<file path="src/rtl/ccd_seq_pkg.sv">
// Shared types and helpers for the linear CCD clock sequencer.
package ccd_seq_pkg;

    // Phases of one line: idle, guard, transfer, guard, resume delay, shifting, end strobe.
    typedef enum logic [2:0] {
        ST_IDLE   = 3'd0,
        ST_PRE    = 3'd1,
        ST_XFER   = 3'd2,
        ST_POST   = 3'd3,
        ST_RESUME = 3'd4,
        ST_SHIFT  = 3'd5,
        ST_DONE   = 3'd6
    } seq_state_e;

    // Class of the pixel currently on the output; at most one bit set.
    typedef struct packed {
        logic dark_ref;
        logic dead;
        logic image;
    } cell_class_t;

    // Clamp a value into [lo, hi]; lo wins when the range is empty.
    function automatic logic [15:0] clamp_u16(input logic [15:0] v,
                                              input logic [15:0] lo,
                                              input logic [15:0] hi);
        logic [15:0] r;
        r = v;
        if (r > hi) r = hi;
        if (r < lo) r = lo;
        return r;
    endfunction

endpackage

</file>
<file path="src/rtl/ccd_cfg_latch.sv">
// Captures the timing counts while reset is held and forces each into its
// legal range. Assumes the raw inputs are stable during reset.
module ccd_cfg_latch
    import ccd_seq_pkg::*;
#(
    parameter int TICK_W     = 8,
    parameter int TG_W       = 12,
    parameter int PIX_MIN    = 5,
    parameter int RST_MIN    = 2,
    parameter int GUARD_MIN  = 1,
    parameter int RESUME_MIN = 1,
    parameter int XFER_MIN   = 50,
    parameter int XFER_MAX   = 500
) (
    input  logic              clk,
    input  logic              rst_n,
    input  logic [TICK_W-1:0] raw_pix,
    input  logic [TICK_W-1:0] raw_rst,
    input  logic [TICK_W-1:0] raw_guard,
    input  logic [TICK_W-1:0] raw_resume,
    input  logic [TG_W-1:0]   raw_xfer,
    output logic [TICK_W-1:0] pix_len,
    output logic [TICK_W-1:0] rst_len,
    output logic [TICK_W-1:0] guard_len,
    output logic [TICK_W-1:0] resume_len,
    output logic [TG_W-1:0]   xfer_len
);

    localparam logic [15:0] TICK_TOP = 16'((1 << TICK_W) - 1);
    localparam logic [15:0] XFER_TOP = 16'(XFER_MAX);

    logic [TICK_W-1:0] pix_c, rst_c, guard_c, resume_c;
    logic [TG_W-1:0]   xfer_c;

    // Range-limit every count; the reset width is bounded by the pixel period.
    always_comb begin
        pix_c    = TICK_W'(clamp_u16(16'(raw_pix), 16'(PIX_MIN), TICK_TOP));
        rst_c    = TICK_W'(clamp_u16(16'(raw_rst), 16'(RST_MIN), 16'(pix_c) - 16'd1));
        guard_c  = TICK_W'(clamp_u16(16'(raw_guard), 16'(GUARD_MIN), TICK_TOP));
        resume_c = TICK_W'(clamp_u16(16'(raw_resume), 16'(RESUME_MIN), TICK_TOP));
        xfer_c   = TG_W'(clamp_u16(16'(raw_xfer), 16'(XFER_MIN), XFER_TOP));
    end

    // Load while reset is low, hold afterwards.
    always_ff @(posedge clk) begin
        if (!rst_n) begin
            pix_len    <= pix_c;
            rst_len    <= rst_c;
            guard_len  <= guard_c;
            resume_len <= resume_c;
            xfer_len   <= xfer_c;
        end
    end

endmodule

</file>
<file path="src/rtl/ccd_phase_fsm.sv">
// Line-level sequencer: idle, guard before the transfer, transfer pulse,
// guard after it, resume delay, pixel shifting, end-of-line strobe.
// Assumes every interval count is at least 1 (guaranteed by ccd_cfg_latch).
module ccd_phase_fsm
    import ccd_seq_pkg::*;
#(
    parameter int TICK_W = 8,
    parameter int TG_W   = 12
) (
    input  logic              clk,
    input  logic              rst_n,
    input  logic              start_req,
    input  logic              run_continuous,
    input  logic [TICK_W-1:0] guard_len,
    input  logic [TICK_W-1:0] resume_len,
    input  logic [TG_W-1:0]   xfer_len,
    input  logic              line_last,
    output seq_state_e        state
);

    localparam int CNT_W = (TG_W > TICK_W) ? TG_W : TICK_W;

    seq_state_e       state_n;
    logic [CNT_W-1:0] cnt, cnt_n, span;
    logic             span_end;

    // Length of the interval the current state must last.
    always_comb begin
        case (state)
            ST_PRE, ST_POST: span = CNT_W'(guard_len);
            ST_XFER:         span = CNT_W'(xfer_len);
            ST_RESUME:       span = CNT_W'(resume_len);
            default:         span = CNT_W'(1);
        endcase
        span_end = (cnt == span - 1'b1);
    end

    // Next-state selection.
    always_comb begin
        state_n = state;
        case (state)
            ST_IDLE:   if (start_req) state_n = ST_PRE;
            ST_PRE:    if (span_end)  state_n = ST_XFER;
            ST_XFER:   if (span_end)  state_n = ST_POST;
            ST_POST:   if (span_end)  state_n = ST_RESUME;
            ST_RESUME: if (span_end)  state_n = ST_SHIFT;
            ST_SHIFT:  if (line_last) state_n = ST_DONE;
            ST_DONE:   state_n = run_continuous ? ST_PRE : ST_IDLE;
            default:   state_n = ST_IDLE;
        endcase
        if (state_n != state || state == ST_IDLE || state == ST_SHIFT || state == ST_DONE)
            cnt_n = '0;
        else
            cnt_n = cnt + 1'b1;
    end

    // State and interval counter registers.
    always_ff @(posedge clk) begin
        if (!rst_n) begin
            state <= ST_IDLE;
            cnt   <= '0;
        end else begin
            state <= state_n;
            cnt   <= cnt_n;
        end
    end

endmodule

</file>
<file path="src/rtl/ccd_pixel_timer.sv">
// Pixel-level timing during shifting: tick counter within the pixel period,
// 1-based pixel index, phase-1 level, reset-gate window and line boundaries.
// Assumes pix_len >= 2 and rst_len < pix_len; holds index 1 when not running.
module ccd_pixel_timer #(
    parameter int LINE_PIX = 5186,
    parameter int TICK_W   = 8,
    parameter int IDX_W    = 13
) (
    input  logic              clk,
    input  logic              rst_n,
    input  logic              run,
    input  logic [TICK_W-1:0] pix_len,
    input  logic [TICK_W-1:0] rst_len,
    output logic [IDX_W-1:0]  index_o,
    output logic              ph1_o,
    output logic              rst_gate_o,
    output logic              first_o,
    output logic              last_o
);

    logic [TICK_W-1:0] tick;
    logic [IDX_W-1:0]  idx;
    logic              tick_end;

    // End of the current pixel period.
    always_comb tick_end = (tick == pix_len - 1'b1);

    // Tick and index counters; restart at pixel 1 whenever shifting stops.
    always_ff @(posedge clk) begin
        if (!rst_n || !run) begin
            tick <= '0;
            idx  <= IDX_W'(1);
        end else if (tick_end) begin
            tick <= '0;
            idx  <= idx + 1'b1;
        end else begin
            tick <= tick + 1'b1;
        end
    end

    // Decoded pixel-level outputs.
    always_comb begin
        index_o    = run ? idx : '0;
        ph1_o      = run ? ~idx[0] : 1'b1;
        rst_gate_o = run && (tick < rst_len);
        first_o    = run && (idx == IDX_W'(1)) && (tick == '0);
        last_o     = run && tick_end && (idx == IDX_W'(LINE_PIX));
    end

endmodule

</file>
<file path="src/rtl/ccd_cell_classifier.sv">
// Maps a pixel index to its cell class in the fixed readout order:
// dark reference, leading dead, image, trailing dead, then overflow.
module ccd_cell_classifier
    import ccd_seq_pkg::*;
#(
    parameter int OB_CELLS    = 18,
    parameter int LEAD_DEAD   = 2,
    parameter int IMAGE_CELLS = 5150,
    parameter int TAIL_DEAD   = 2,
    parameter int IDX_W       = 13
) (
    input  logic             active,
    input  logic [IDX_W-1:0] idx,
    output cell_class_t      cls
);

    localparam logic [IDX_W-1:0] OB_END    = IDX_W'(OB_CELLS);
    localparam logic [IDX_W-1:0] LEAD_END  = IDX_W'(OB_CELLS + LEAD_DEAD);
    localparam logic [IDX_W-1:0] IMAGE_END = IDX_W'(OB_CELLS + LEAD_DEAD + IMAGE_CELLS);
    localparam logic [IDX_W-1:0] TAIL_END  = IDX_W'(OB_CELLS + LEAD_DEAD + IMAGE_CELLS + TAIL_DEAD);

    // Range compare against the region boundaries.
    always_comb begin
        cls          = '0;
        cls.dark_ref = active && (idx != '0) && (idx <= OB_END);
        cls.image    = active && (idx > LEAD_END) && (idx <= IMAGE_END);
        cls.dead     = active && (((idx > OB_END) && (idx <= LEAD_END)) ||
                                  ((idx > IMAGE_END) && (idx <= TAIL_END)));
    end

endmodule

</file>
<file path="src/rtl/ccd_line_sequencer.sv">
// Top level of the linear CCD clock sequencer. Combines configuration
// capture, line state machine, pixel timer and cell classifier, and
// registers every output once so that the pins are glitch-free.
// Assumes the timing inputs are stable while rst_n is low.
module ccd_line_sequencer
    import ccd_seq_pkg::*;
#(
    parameter int LINE_PIX    = 5186,
    parameter int OB_CELLS    = 18,
    parameter int LEAD_DEAD   = 2,
    parameter int IMAGE_CELLS = 5150,
    parameter int TAIL_DEAD   = 2,
    parameter int TICK_W      = 8,
    parameter int TG_W        = 12,
    parameter int PIX_MIN     = 5,
    parameter int RST_MIN     = 2,
    parameter int GUARD_MIN   = 1,
    parameter int RESUME_MIN  = 1,
    parameter int XFER_MIN    = 50,
    parameter int XFER_MAX    = 500,
    localparam int IDX_W      = $clog2(LINE_PIX + 1)
) (
    input  logic              clk,
    input  logic              rst_n,
    input  logic              start_req,
    input  logic              run_continuous,
    input  logic [TICK_W-1:0] cfg_pixel_ticks,
    input  logic [TICK_W-1:0] cfg_reset_ticks,
    input  logic [TICK_W-1:0] cfg_guard_ticks,
    input  logic [TICK_W-1:0] cfg_resume_ticks,
    input  logic [TG_W-1:0]   cfg_transfer_ticks,
    output logic              xfer_gate,
    output logic              shift_ph1,
    output logic              shift_ph2,
    output logic              last_ph1,
    output logic              last_ph2,
    output logic              reset_gate,
    output logic              cell_dark_ref,
    output logic              cell_dead,
    output logic              cell_image,
    output logic [IDX_W-1:0]  pixel_index,
    output logic              line_start,
    output logic              line_done
);

    logic [TICK_W-1:0] pix_len, rst_len, guard_len, resume_len;
    logic [TG_W-1:0]   xfer_len;
    seq_state_e        state;
    logic              shifting, line_last;
    logic [IDX_W-1:0]  idx_w;
    logic              ph1_w, rgate_w, first_w;
    cell_class_t       cls_w;

    ccd_cfg_latch #(
        .TICK_W(TICK_W), .TG_W(TG_W), .PIX_MIN(PIX_MIN), .RST_MIN(RST_MIN),
        .GUARD_MIN(GUARD_MIN), .RESUME_MIN(RESUME_MIN),
        .XFER_MIN(XFER_MIN), .XFER_MAX(XFER_MAX)
    ) u_cfg (
        .clk(clk), .rst_n(rst_n),
        .raw_pix(cfg_pixel_ticks), .raw_rst(cfg_reset_ticks),
        .raw_guard(cfg_guard_ticks), .raw_resume(cfg_resume_ticks),
        .raw_xfer(cfg_transfer_ticks),
        .pix_len(pix_len), .rst_len(rst_len), .guard_len(guard_len),
        .resume_len(resume_len), .xfer_len(xfer_len)
    );

    ccd_phase_fsm #(.TICK_W(TICK_W), .TG_W(TG_W)) u_fsm (
        .clk(clk), .rst_n(rst_n), .start_req(start_req),
        .run_continuous(run_continuous), .guard_len(guard_len),
        .resume_len(resume_len), .xfer_len(xfer_len),
        .line_last(line_last), .state(state)
    );

    // Shifting runs only in the pixel phase of the line.
    always_comb shifting = (state == ST_SHIFT);

    ccd_pixel_timer #(.LINE_PIX(LINE_PIX), .TICK_W(TICK_W), .IDX_W(IDX_W)) u_pix (
        .clk(clk), .rst_n(rst_n), .run(shifting), .pix_len(pix_len),
        .rst_len(rst_len), .index_o(idx_w), .ph1_o(ph1_w),
        .rst_gate_o(rgate_w), .first_o(first_w), .last_o(line_last)
    );

    ccd_cell_classifier #(
        .OB_CELLS(OB_CELLS), .LEAD_DEAD(LEAD_DEAD), .IMAGE_CELLS(IMAGE_CELLS),
        .TAIL_DEAD(TAIL_DEAD), .IDX_W(IDX_W)
    ) u_cls (
        .active(shifting), .idx(idx_w), .cls(cls_w)
    );

    // Output register stage; phase 2 and last-stage copies derive from phase 1.
    always_ff @(posedge clk) begin
        if (!rst_n) begin
            xfer_gate     <= 1'b0;
            shift_ph1     <= 1'b1;
            shift_ph2     <= 1'b0;
            last_ph1      <= 1'b1;
            last_ph2      <= 1'b0;
            reset_gate    <= 1'b0;
            cell_dark_ref <= 1'b0;
            cell_dead     <= 1'b0;
            cell_image    <= 1'b0;
            pixel_index   <= '0;
            line_start    <= 1'b0;
            line_done     <= 1'b0;
        end else begin
            xfer_gate     <= (state == ST_XFER);
            shift_ph1     <= ph1_w;
            shift_ph2     <= ~ph1_w;
            last_ph1      <= ph1_w;
            last_ph2      <= ~ph1_w;
            reset_gate    <= rgate_w;
            cell_dark_ref <= cls_w.dark_ref;
            cell_dead     <= cls_w.dead;
            cell_image    <= cls_w.image;
            pixel_index   <= idx_w;
            line_start    <= first_w;
            line_done     <= (state == ST_DONE);
        end
    end

endmodule

</file>
<file path="config.mk">
export PLATFORM = sky130hd
export DESIGN_NAME = ccd_line_sequencer
export DESIGN_NICKNAME = d
export VERILOG_FILES = /design/src/rtl/ccd_seq_pkg.sv /design/src/rtl/ccd_cfg_latch.sv /design/src/rtl/ccd_phase_fsm.sv /design/src/rtl/ccd_pixel_timer.sv /design/src/rtl/ccd_cell_classifier.sv /design/src/rtl/ccd_line_sequencer.sv
export SDC_FILE = /design/constraint.sdc
export NUM_CORES = 1
export LEC_CHECK = 0
export BUFFER_PORTS_ARGS = -buffer_cell sky130_fd_sc_hd__buf_4
export CORE_MARGIN = 3
export CORE_UTILIZATION = 50
export CTS_CLUSTER_SIZE = 8
export DETAILED_ROUTE_END_ITERATION = 8
export GPL_ROUTABILITY_DRIVEN = 0
export GPL_TIMING_DRIVEN = 0
export PLACE_DENSITY = 0.73
export REMOVE_ABC_BUFFERS = 1
export SLEW_MARGIN = 20
export SYNTH_ARGS = -nofsm -noshare
export SYNTH_HDL_FRONTEND = slang
export SYNTH_HIERARCHICAL = 1
export SYNTH_SLANG_ARGS = --single-unit
</file>
<file path="constraint.sdc">
create_clock -name clk -period 3.1 [get_ports clk]
set_input_delay 0.155 -clock clk [delete_from_list [all_inputs] [get_ports clk]]
set_output_delay 0.155 -clock clk [all_outputs]
set_load 0.01 [all_outputs]
</file>
==> impl_metrics.csv, run 1 <==
group,metric,value,unit
die,initial_utilization,0.525,
setup_path,critPathLaunchType,"flop",
setup_path,path_class,"reg -> reg",
global_routing,grt_pass1_vias,4748,
cts,cts_tree,"yes",
timing,layout_min_cycle_time,3.00,ns
setup_path,r2r-end,"u_fsm/state[2]",
final_layout,most-common-layout-cells,"82 x buf_4, 55 x dfxtp_1, 44 x edfxtp_1, 42 x nor2_1, 37 x nand2_1",
final_layout,final_common_cell,"buf_4",
hold_path,whs_endpoint,"u_cfg/pix_len[6]",
hold_path,holdCritPathClass,"in -> reg",
final_layout,drive_gt1_frac,0.199,
timing,skew,0.00907,ns
synth,synthXorXnorAreaFrac,0.0604,
route,drt-initial-drc-count,400,
die,dieHeight,117,microns
route,finalWirelength,14100,microns
synth,synth_compound_area_frac,0.146,
place,post_dp_cell_area,0.00670,sq mm
cts,cts.path.max_buffers,2,
global_routing,grt.overflow.total,0,
final_layout,fillers,960,
die,die_w,117,microns
global_routing,grt_max_degree,29,
final_layout,fin_util,0.624,
final_layout,syn_to_final_growth,19.0,%
timing,timing.fmax,334,MHz
route,drc,0,
final_layout,diodes,0,
synth,synth_edf_count,44,
cts,root_buffer,"clkbuf_16",
timing,hold_viol_final,0,
place,port_buffers,71,
synth,synthArstFlopShare,0,
timing,worst_pin_slew,0.732,ns
hold_path,holdPathStages,1,
route,viasPerCell,5.78,
timing,slew_viol_final,0,
power_and_ir_drop,peakVddDrop,0.392,mV
cts,htree_num_levels,3,
synth,ys_ff_latch,102,
die,die-area,0.0137,sq mm
synth,synth_fa_ha_area_frac,0.0466,
synth,synth_top_family_by_area,"simple AND/OR/NAND/NOR gates",
timing,finalSetupTns,0,ns
setup_path,cp-end-kind,"flop",
synth,yosys_warnings,6,
timing,relSlewSlack,0.505,
synth,avgSynthCellArea,9.36,sq um
cts,cts.clk_slew.worst_paths,0.07,ns
place,dp_hpwl,9620,microns
power_and_ir_drop,cellPowerDensity,557,mW/mm^2
setup_path,critPathMaxFanout,16,
setup_path,required,3.39,ns
setup_path,reg2reg_depth,10,
place,place_ws,-1.24,ns
synth,synthTopCellsByArea,"edfxtp_1 21%, dfxtp_1 19%, ha_1 4.7%, xnor2_1 4.0%, and2_1 3.4%",
die,ios,72,
cts,clock-sinks,102,
setup_path,cp.arrival,3.29,ns
setup_path,rrSetupSlack,0.10,ns
hold_path,hold_start,"cfg_pixel_ticks[6]",
synth,yosysSeqAreaShare,0.402,
timing,fin_crit_sh,0.967,
synth,muxShareOfSynthArea,0.0130,
die,core,0.0118,sq mm
setup_path,r2r_start,"u_fsm/state[0]",
die,num_rows,39,
cts,clock_latency,0.35,ns
timing,setup_violations,0,
final_layout,fin_nets,800,
route,postRouteAntennaNets,0,
global_routing,grt_pass1_wl,22200,microns
timing,worst_slack,0.104,ns
route,vias,5193,
timing,rsz0062_at_grt,"true",
power_and_ir_drop,p_leak,2.80,nW
timing,fin_hold_ws,0.0259,ns
synth,yosysTopAreaCell,"edfxtp_1",
synth,syn_area,0.00617,sq mm
global_routing,track_usage,0.204,
synth,synth_simple_gate_area_frac,0.269,
final_layout,final_area,0.00734,sq mm
run_status,status,"complete, no violations",
synth,synth_top_cell_area_share,0.214,
cts,cts_buffers,9,
synth,syn_inst,659,
route,drtPass1Iterations,7,
synth,synthFlopType,"dfxtp_1",
route,drt-wirelength-per-cell,15.7,microns
global_routing,antenna_found_initial,0,
run,maxCapViolCount,0,
synth,ys_types,86,
-- synthesized netlist by cell type (all sizes together), types with 14 or more instances --
cell type  number
nand3          28
nand2          37
clkbuf         28
edfxtp         44
o21ai          14
ha             23
nand4          16
inv            39
nor2           42
dfxtp          58
buf            14
nor3           28
xnor2          28
a21oi          22
and2           34
-- state kept, by name (all words and copies together), names as in the netlist, 3 cells and up --
name	cells
u_cfg/guard_len	8
u_cfg/resume_len	8
u_cfg/xfer_len	12
u_cfg/pix_len	8
u_cfg/rst_len	8
pixel_index	13
u_pix/tick	8
u_pix/idx	13
u_fsm/cnt	12
u_fsm/state	3
-- critical path, stage by stage (launching register included) --
cell	delay (ns)
dfxtp_4	0.40
buf_4	0.19
buf_6	0.17
and3b_1	0.24
nor3_4	0.23
nand4_1	0.28
nor4_2	0.32
o22ai_1	0.14
or4_4	0.58
nor4_2	0.28
o21a_1	0.13
-- stage by stage --
stage / instances / total power [W]
finish: 898 / 0.00409
floorplan: 618 / 0.00243
detailed placement: 854 / 0.00273
CTS: 891 / 0.00393
global route: 898 / 0.00428
global placement: 853 / 0.00270
-- cells by family (layout without fill, tap and decap cells) --
logic type | after synthesis | in the layout
buffers and inverters | 82 | 155
multiplexers | 8 | 8
flip-flops | 102 | 102
adder cells (fa/ha/maj) | 23 | 23
AO/OA/AOI/OAI | 119 | 119
AND/OR/NAND/NOR | 283 | 283
XOR/XNOR | 41 | 41
other | 1 | 3
-- per-layer routing --
metal	part of all wire	track usage
met5	0	0
met4	0.027	0.0925
met3	0.065	0.0308
met2	0.47	0.337
met1	0.43	0.264
-- where the power goes --
group,internal (W),total [W],leakage (nW),switching [W]
Clock,0.000564,0.00105,0.136,0.000483
Sequential,0.00149,0.00156,0.901,0.0000770
Combinational,0.000641,0.00148,1.77,0.000836
-- worst max-delay path by stage --
stage	endpoint	depth (start not counted)	start
after floorplan	u_fsm/state[0]	11	u_fsm/state[2]
after global placement	u_fsm/cnt[1]	12	u_fsm/state[0]
after detailed placement	u_fsm/cnt[6]	12	u_fsm/state[0]
after CTS	u_fsm/state[0]	11	u_fsm/state[0]
after global routing	u_fsm/cnt[9]	11	u_fsm/state[1]
final	u_fsm/state[2]	10	u_fsm/state[0]
-- area by class of cell --
class	count	area, sq um	area share
multi-input cells	477	3420	0.466
well taps	164	205	0.0279
inverters	39	146	0.0199
repair buffers	100	803	0.109
clock inverters	4	23.8	0.00324
clock buffers	12	246	0.0336
flip-flops and latches	102	2490	0.340
-- repair_timing --
item / CTS / global route
pin swaps: 4 / 10
setup endpoints to repair: 15 / 15
endpoints found under the hold margin: 14 / 0
setup buffers: 7 / 7
gates resized for setup: 15 / 10
hold buffers: 14 / 0
(Power assumes the default switching activity.)
==> inputs of run 2 (changes only) <==
- REMOVE_ABC_BUFFERS: 1 -> unset
==> impl_metrics.csv, run 2 (same netlist as run 1, synthesis figures left out) <==
group,metric,value,unit
run_status,status,"finished with violations",
run_status,violations,"negative setup slack",
timing,fin_hold_ws,0.0530,ns
run,maxCapViolCount,0,
setup_path,cp-endpoint,"u_fsm/state[1]",
cts,cts_tree,"yes",
setup_path,critPathLaunchType,"flop",
timing,worst_slack,-0.0255,ns
global_routing,grt_max_degree,32,
setup_path,r2r_start,"u_fsm/state[2]",
place,port_buffers,71,
cts,cts.path.max_buffers,2,
final_layout,syn_to_final_growth,22.2,%
route,drc,0,
hold_path,holdCritPathClass,"in -> reg",
power_and_ir_drop,cellPowerDensity,582,mW/mm^2
timing,slew_viol_final,0,
route,drtPass1Iterations,4,
cts,root_buffer,"clkbuf_16",
final_layout,layout.cells.non_filler,933,
setup_path,critPathMaxFanout,9,
route,drt-initial-drc-count,319,
timing,hold_viol_final,0,
setup_path,startpoint,"u_fsm/state[2]",
die,num_rows,39,
die,core,0.0118,sq mm
final_layout,drive_gt1_frac,0.221,
place,post_dp_cell_area,0.00694,sq mm
setup_path,cp.arrival,3.34,ns
cts,clock_latency,0.35,ns
die,initial_utilization,0.525,
setup_path,path_class,"reg -> reg",
setup_path,reg2reg_depth,12,
place,dp_hpwl,10600,microns
global_routing,grt_pass1_vias,4884,
die,dieHeight,117,microns
cts,cts.clk_slew.worst_paths,0.07,ns
setup_path,required,3.32,ns
route,postRouteAntennaNets,0,
route,finalWirelength,14500,microns
timing,fin_crit_sh,1.01,
die,die-area,0.0137,sq mm
final_layout,most-common-layout-cells,"95 x buf_4, 55 x dfxtp_1, 44 x edfxtp_1, 41 x nor2_1, 37 x nand2_1",
global_routing,grt_pass1_wl,22900,microns
global_routing,track_usage,0.211,
timing,layout_min_cycle_time,3.13,ns
timing,relSlewSlack,0.606,
route,viasPerCell,5.64,
power_and_ir_drop,p_leak,2.91,nW
setup_path,rrSetupSlack,-0.03,ns
setup_path,r2r-end,"u_fsm/state[1]",
power_and_ir_drop,peakVddDrop,0.276,mV
timing,worst_pin_slew,0.591,ns
place,place_inst,897,
die,die_w,117,microns
timing,timing.fmax,320,MHz
die,ios,72,
final_layout,fin_nets,835,
cts,clock-sinks,102,
timing,rsz0062_at_grt,"true",
cts,cts_buffers,9,
final_layout,final_area,0.00754,sq mm
global_routing,grt.overflow.total,0,
setup_path,cp-end-kind,"flop",
final_layout,diodes,0,
final_layout,final_common_cell,"buf_4",
timing,setup_violations,2,
final_layout,top_regs,"pixel_index (13), u_pix/idx (13)",
timing,skew,0.00537,ns
global_routing,antenna_found_initial,0,
cts,htree_num_levels,3,
route,vias,5260,
route,drt-wirelength-per-cell,15.5,microns
-- run 2: power by group --
part | switching (W) | internal [W] | total (W)
clock network | 0.000502 | 0.000673 | 0.00118
logic | 0.000909 | 0.000754 | 0.00166
registers | 0.0000600 | 0.00149 | 0.00155
-- run 2: how the worst min path moves through the flow --
stage,from,endpoint,cells after the start
6_report,cfg_resume_ticks[0],u_cfg/resume_len[0],2
5_1_grt,cfg_resume_ticks[1],u_cfg/resume_len[1],2
4_1_cts,cfg_resume_ticks[0],u_cfg/resume_len[0],2
3_5_place_dp,cfg_resume_ticks[0],u_cfg/resume_len[0],2
3_3_place_gp,cfg_guard_ticks[0],u_cfg/guard_len[0],2
2_1_floorplan,rst_n,last_ph1,1
-- run 2: what timing repair did --
action	4_1_cts	5_1_grt
hold buffers	0	0
resized for setup	12	15
setup endpoints to repair	15	15
pin swaps	6	12
hold endpoints to repair	0	0
buffers inserted	3	18
-- run 2: critical path, stage by stage (launching register included) --
cell,delay (ns)
dfxtp_4,0.37
buf_8,0.14
nand4bb_1,0.27
o211ai_4,0.14
inv_2,0.09
ha_4,0.19
xnor2_2,0.15
xnor2_1,0.16
nor4_2,0.26
nand4_1,0.21
or4_4,0.62
o31ai_4,0.26
a31oi_1,0.13
-- run 2: area by class of cell --
| type | count | area [sq um] |
|---|---|---|
| fill | 943 | 4220 |
| multi-input combinational | 477 | 3450 |
| sequential | 102 | 2490 |
| timing repair buffer | 93 | 706 |
| buffer | 42 | 229 |
| clock buffer | 9 | 225 |
| tap | 164 | 205 |
| inverter | 39 | 146 |
| clock inverter | 7 | 85.1 |
-- run 2: per-layer routing --
layer | up-vias | global-route usage | part of all wire
met4 | 0 | 0.0657 | 0.015
li1 | 2617 | - | -
met3 | 18 | 0.0375 | 0.063
met1 | 2433 | 0.268 | 0.43
met2 | 192 | 0.364 | 0.49
met5 | - | 0 | 0
-- run 2: metrics by stage --
step | util | setup TNS, ns | setup slack [ns] | total power, W
finish | 0.641 | -0.0309 | -0.0255 | 0.00439
global route | 0.641 | -0.467 | -0.163 | 0.00462
CTS | 0.624 | 0 | 0.0233 | 0.00411
detailed placement | 0.590 | -6.92 | -0.520 | 0.00284
global placement | 0.588 | -6.20 | -0.470 | 0.00280
floorplan | - | 0 | 0.00149 | 0.00253
==> inputs of run 3 (changes only) <==
- BUFFER_PORTS_ARGS: -buffer_cell sky130_fd_sc_hd__buf_4 -> -buffer_cell sky130_fd_sc_hd__buf_2
- CORE_UTILIZATION: 50 -> 53
- PLACE_DENSITY: 0.73 -> 0.76
==> impl_metrics.csv, run 3 (same netlist as run 1, synthesis figures left out) <==
group,metric,value,unit
run_status,status,"complete, no violations",
timing,skew,0.00862,ns
power_and_ir_drop,internal-power,0.00283,W
die,ios,72,
global_routing,grt_pass1_wl,22800,microns
power_and_ir_drop,p_clk_frac,0.265,
route,postRouteAntennaNets,0,
route,drt-initial-drc-count,387,
route,drtPass1Iterations,5,
final_layout,final_area,0.00727,sq mm
final_layout,final_common_cell,"buf_2",
power_and_ir_drop,cellPowerDensity,590,mW/mm^2
run,maxCapViolCount,0,
route,vias,5298,
timing,layout_min_cycle_time,3.06,ns
cts,cts.clk_slew.worst_paths,0.07,ns
die,initial_utilization,0.555,
cts,root_buffer,"clkbuf_16",
place,post_dp_cell_area,0.00673,sq mm
cts,cts.path.max_buffers,2,
setup_path,required,3.32,ns
die,dieHeight,114,microns
global_routing,grt_pass1_vias,4958,
final_layout,drive_gt1_frac,0.212,
power_and_ir_drop,switching_share,0.340,
global_routing,track_usage,0.213,
timing,fin_crit_sh,0.988,
power_and_ir_drop,pwr-share-comb,0.373,
timing,rsz0062_at_grt,"true",
route,viasPerCell,5.86,
setup_path,cp_num_buf_inv,2,
setup_path,max_stage_delay,0.61,ns
hold_path,holdCritPathClass,"in -> reg",
setup_path,cp-end-kind,"flop",
timing,worst_pin_slew,0.582,ns
cts,htree_num_levels,3,
place,dp_hpwl,10300,microns
setup_path,critPathLaunchType,"flop",
timing,worst_slack,0.0377,ns
setup_path,critPathMaxFanout,8,
route,drc,0,
route,finalWirelength,14100,microns
cts,clock-sinks,102,
power_and_ir_drop,power.switching,0.00146,W
final_layout,fin_nets,830,
timing,setup_violations,0,
route,drt-wirelength-per-cell,15.6,microns
setup_path,crit_slowest_cell,"or4_4",
cts,cts_buffers,9,
setup_path,path_class,"reg -> reg",
final_layout,top_regs,"pixel_index (13), u_pix/idx (13)",
setup_path,rrSetupSlack,0.04,ns
power_and_ir_drop,p_leak,2.82,nW
die,core,0.0111,sq mm
timing,hold_viol_final,0,
die,die-area,0.0130,sq mm
place,port_buffers,71,
final_layout,syn_to_final_growth,17.8,%
place,place_ws,-0.468,ns
setup_path,path_cells,"or2_1 -> buf_6 -> o211ai_4 -> inv_2 -> ha_4 -> xnor2_2 -> xnor2_1 -> nor4_1 -> nand4_1 -> or4_4 -> o311ai_2 -> a31oi_1",
global_routing,antenna_found_initial,0,
final_layout,diodes,0,
setup_path,cp.arrival,3.28,ns
power_and_ir_drop,peakVddDrop,0.327,mV
die,die_w,114,microns
global_routing,grt.overflow.total,0,
die,num_rows,38,
cts,cts_tree,"yes",
timing,relSlewSlack,0.609,
setup_path,critical-path-top-delay-family,"simple AND/OR/NAND/NOR gates",
power_and_ir_drop,power.total,0.00429,W
global_routing,grt_max_degree,32,
timing,timing.fmax,327,MHz
final_layout,most-common-layout-cells,"74 x buf_2, 55 x dfxtp_1, 44 x edfxtp_1, 42 x nor2_1, 37 x nand2_1",
power_and_ir_drop,seqPwrFrac,0.362,
cts,ctsHoldBuffers,0,
cts,clock_latency,0.34,ns
timing,slew_viol_final,0,
-- run 3: changes by cell type in the layout (fill, tap and decap cells not counted), moves of 2 or more --
cell,change
buf_2,+71
buf_4,-76
nor4_2,-2
clkinv_1,+2
inv_4,-2
-- run 3: area by class of cell --
type	count	area [sq um]
timing repair buffer	88	490
multi-input combinational	477	3440
fill	905	3850
tap	140	175
clock inverter	7	71.3
inverter	39	146
clock buffer	9	225
buffer	42	225
sequential	102	2490
-- run 3: worst paths after layout --
path                        from                   to  cells after the start
max               u_fsm/state[1]       u_fsm/state[0]                     12
min          cfg_resume_ticks[0]  u_cfg/resume_len[0]                      2
max reg2reg       u_fsm/state[1]       u_fsm/state[0]                     12
min reg2reg        u_pix/tick[0]        u_pix/tick[0]                      1
-- run 3: power groups by stage --
stage                     Sequential [W]  Clock [W]  Combinational (W)
after global routing             0.00156    0.00121            0.00172
after detailed placement         0.00157          0            0.00124
after CTS                        0.00155    0.00116            0.00131
after global placement           0.00157          0            0.00120
final                            0.00155    0.00114            0.00160
after floorplan                  0.00155          0           0.000975
-- run 3: what timing repair did --
item | in CTS | in global routing
pin swaps | 7 | 15
buffers inserted | 3 | 13
gates resized for setup | 10 | 15
endpoints found under the setup margin | 15 | 14
-- run 3: worst register-to-register path, stage by stage (launching register included) --
cell and delay (ns):
dfxtp_4 0.38, or2_1 0.24, buf_6 0.14, o211ai_4 0.20, inv_2 0.11, ha_4 0.20, xnor2_2 0.14, xnor2_1 0.14
nor4_1 0.27, nand4_1 0.16, or4_4 0.61, o311ai_2 0.23, a31oi_1 0.13
-- run 3: layer usage --
layer | wire (microns) | track usage | vias to the layer above
li1 | - | - | 2602
met1 | 6220 | 0.277 | 2465
met2 | 6680 | 0.347 | 198
met3 | 837 | 0.0382 | 33
met4 | 358 | 0.0974 | 0
met5 | 0 | 0 | -
-- run 3: metrics by stage --
| stage | setup TNS, ns | cells | hold slack (ns) | util |
|---|---|---|---|---|
| 3_5_place_dp | -6.10 | 873 | 0.412 | 0.605 |
| 3_3_place_gp | -6.04 | 872 | 0.410 | 0.603 |
| 5_1_grt | -0.0773 | 904 | 0.0735 | 0.654 |
| 2_1_floorplan | 0 | 661 | 0.228 | - |
| 6_report | 0 | 904 | 0.0684 | 0.654 |
| 4_1_cts | 0 | 892 | 0.0491 | 0.639 |
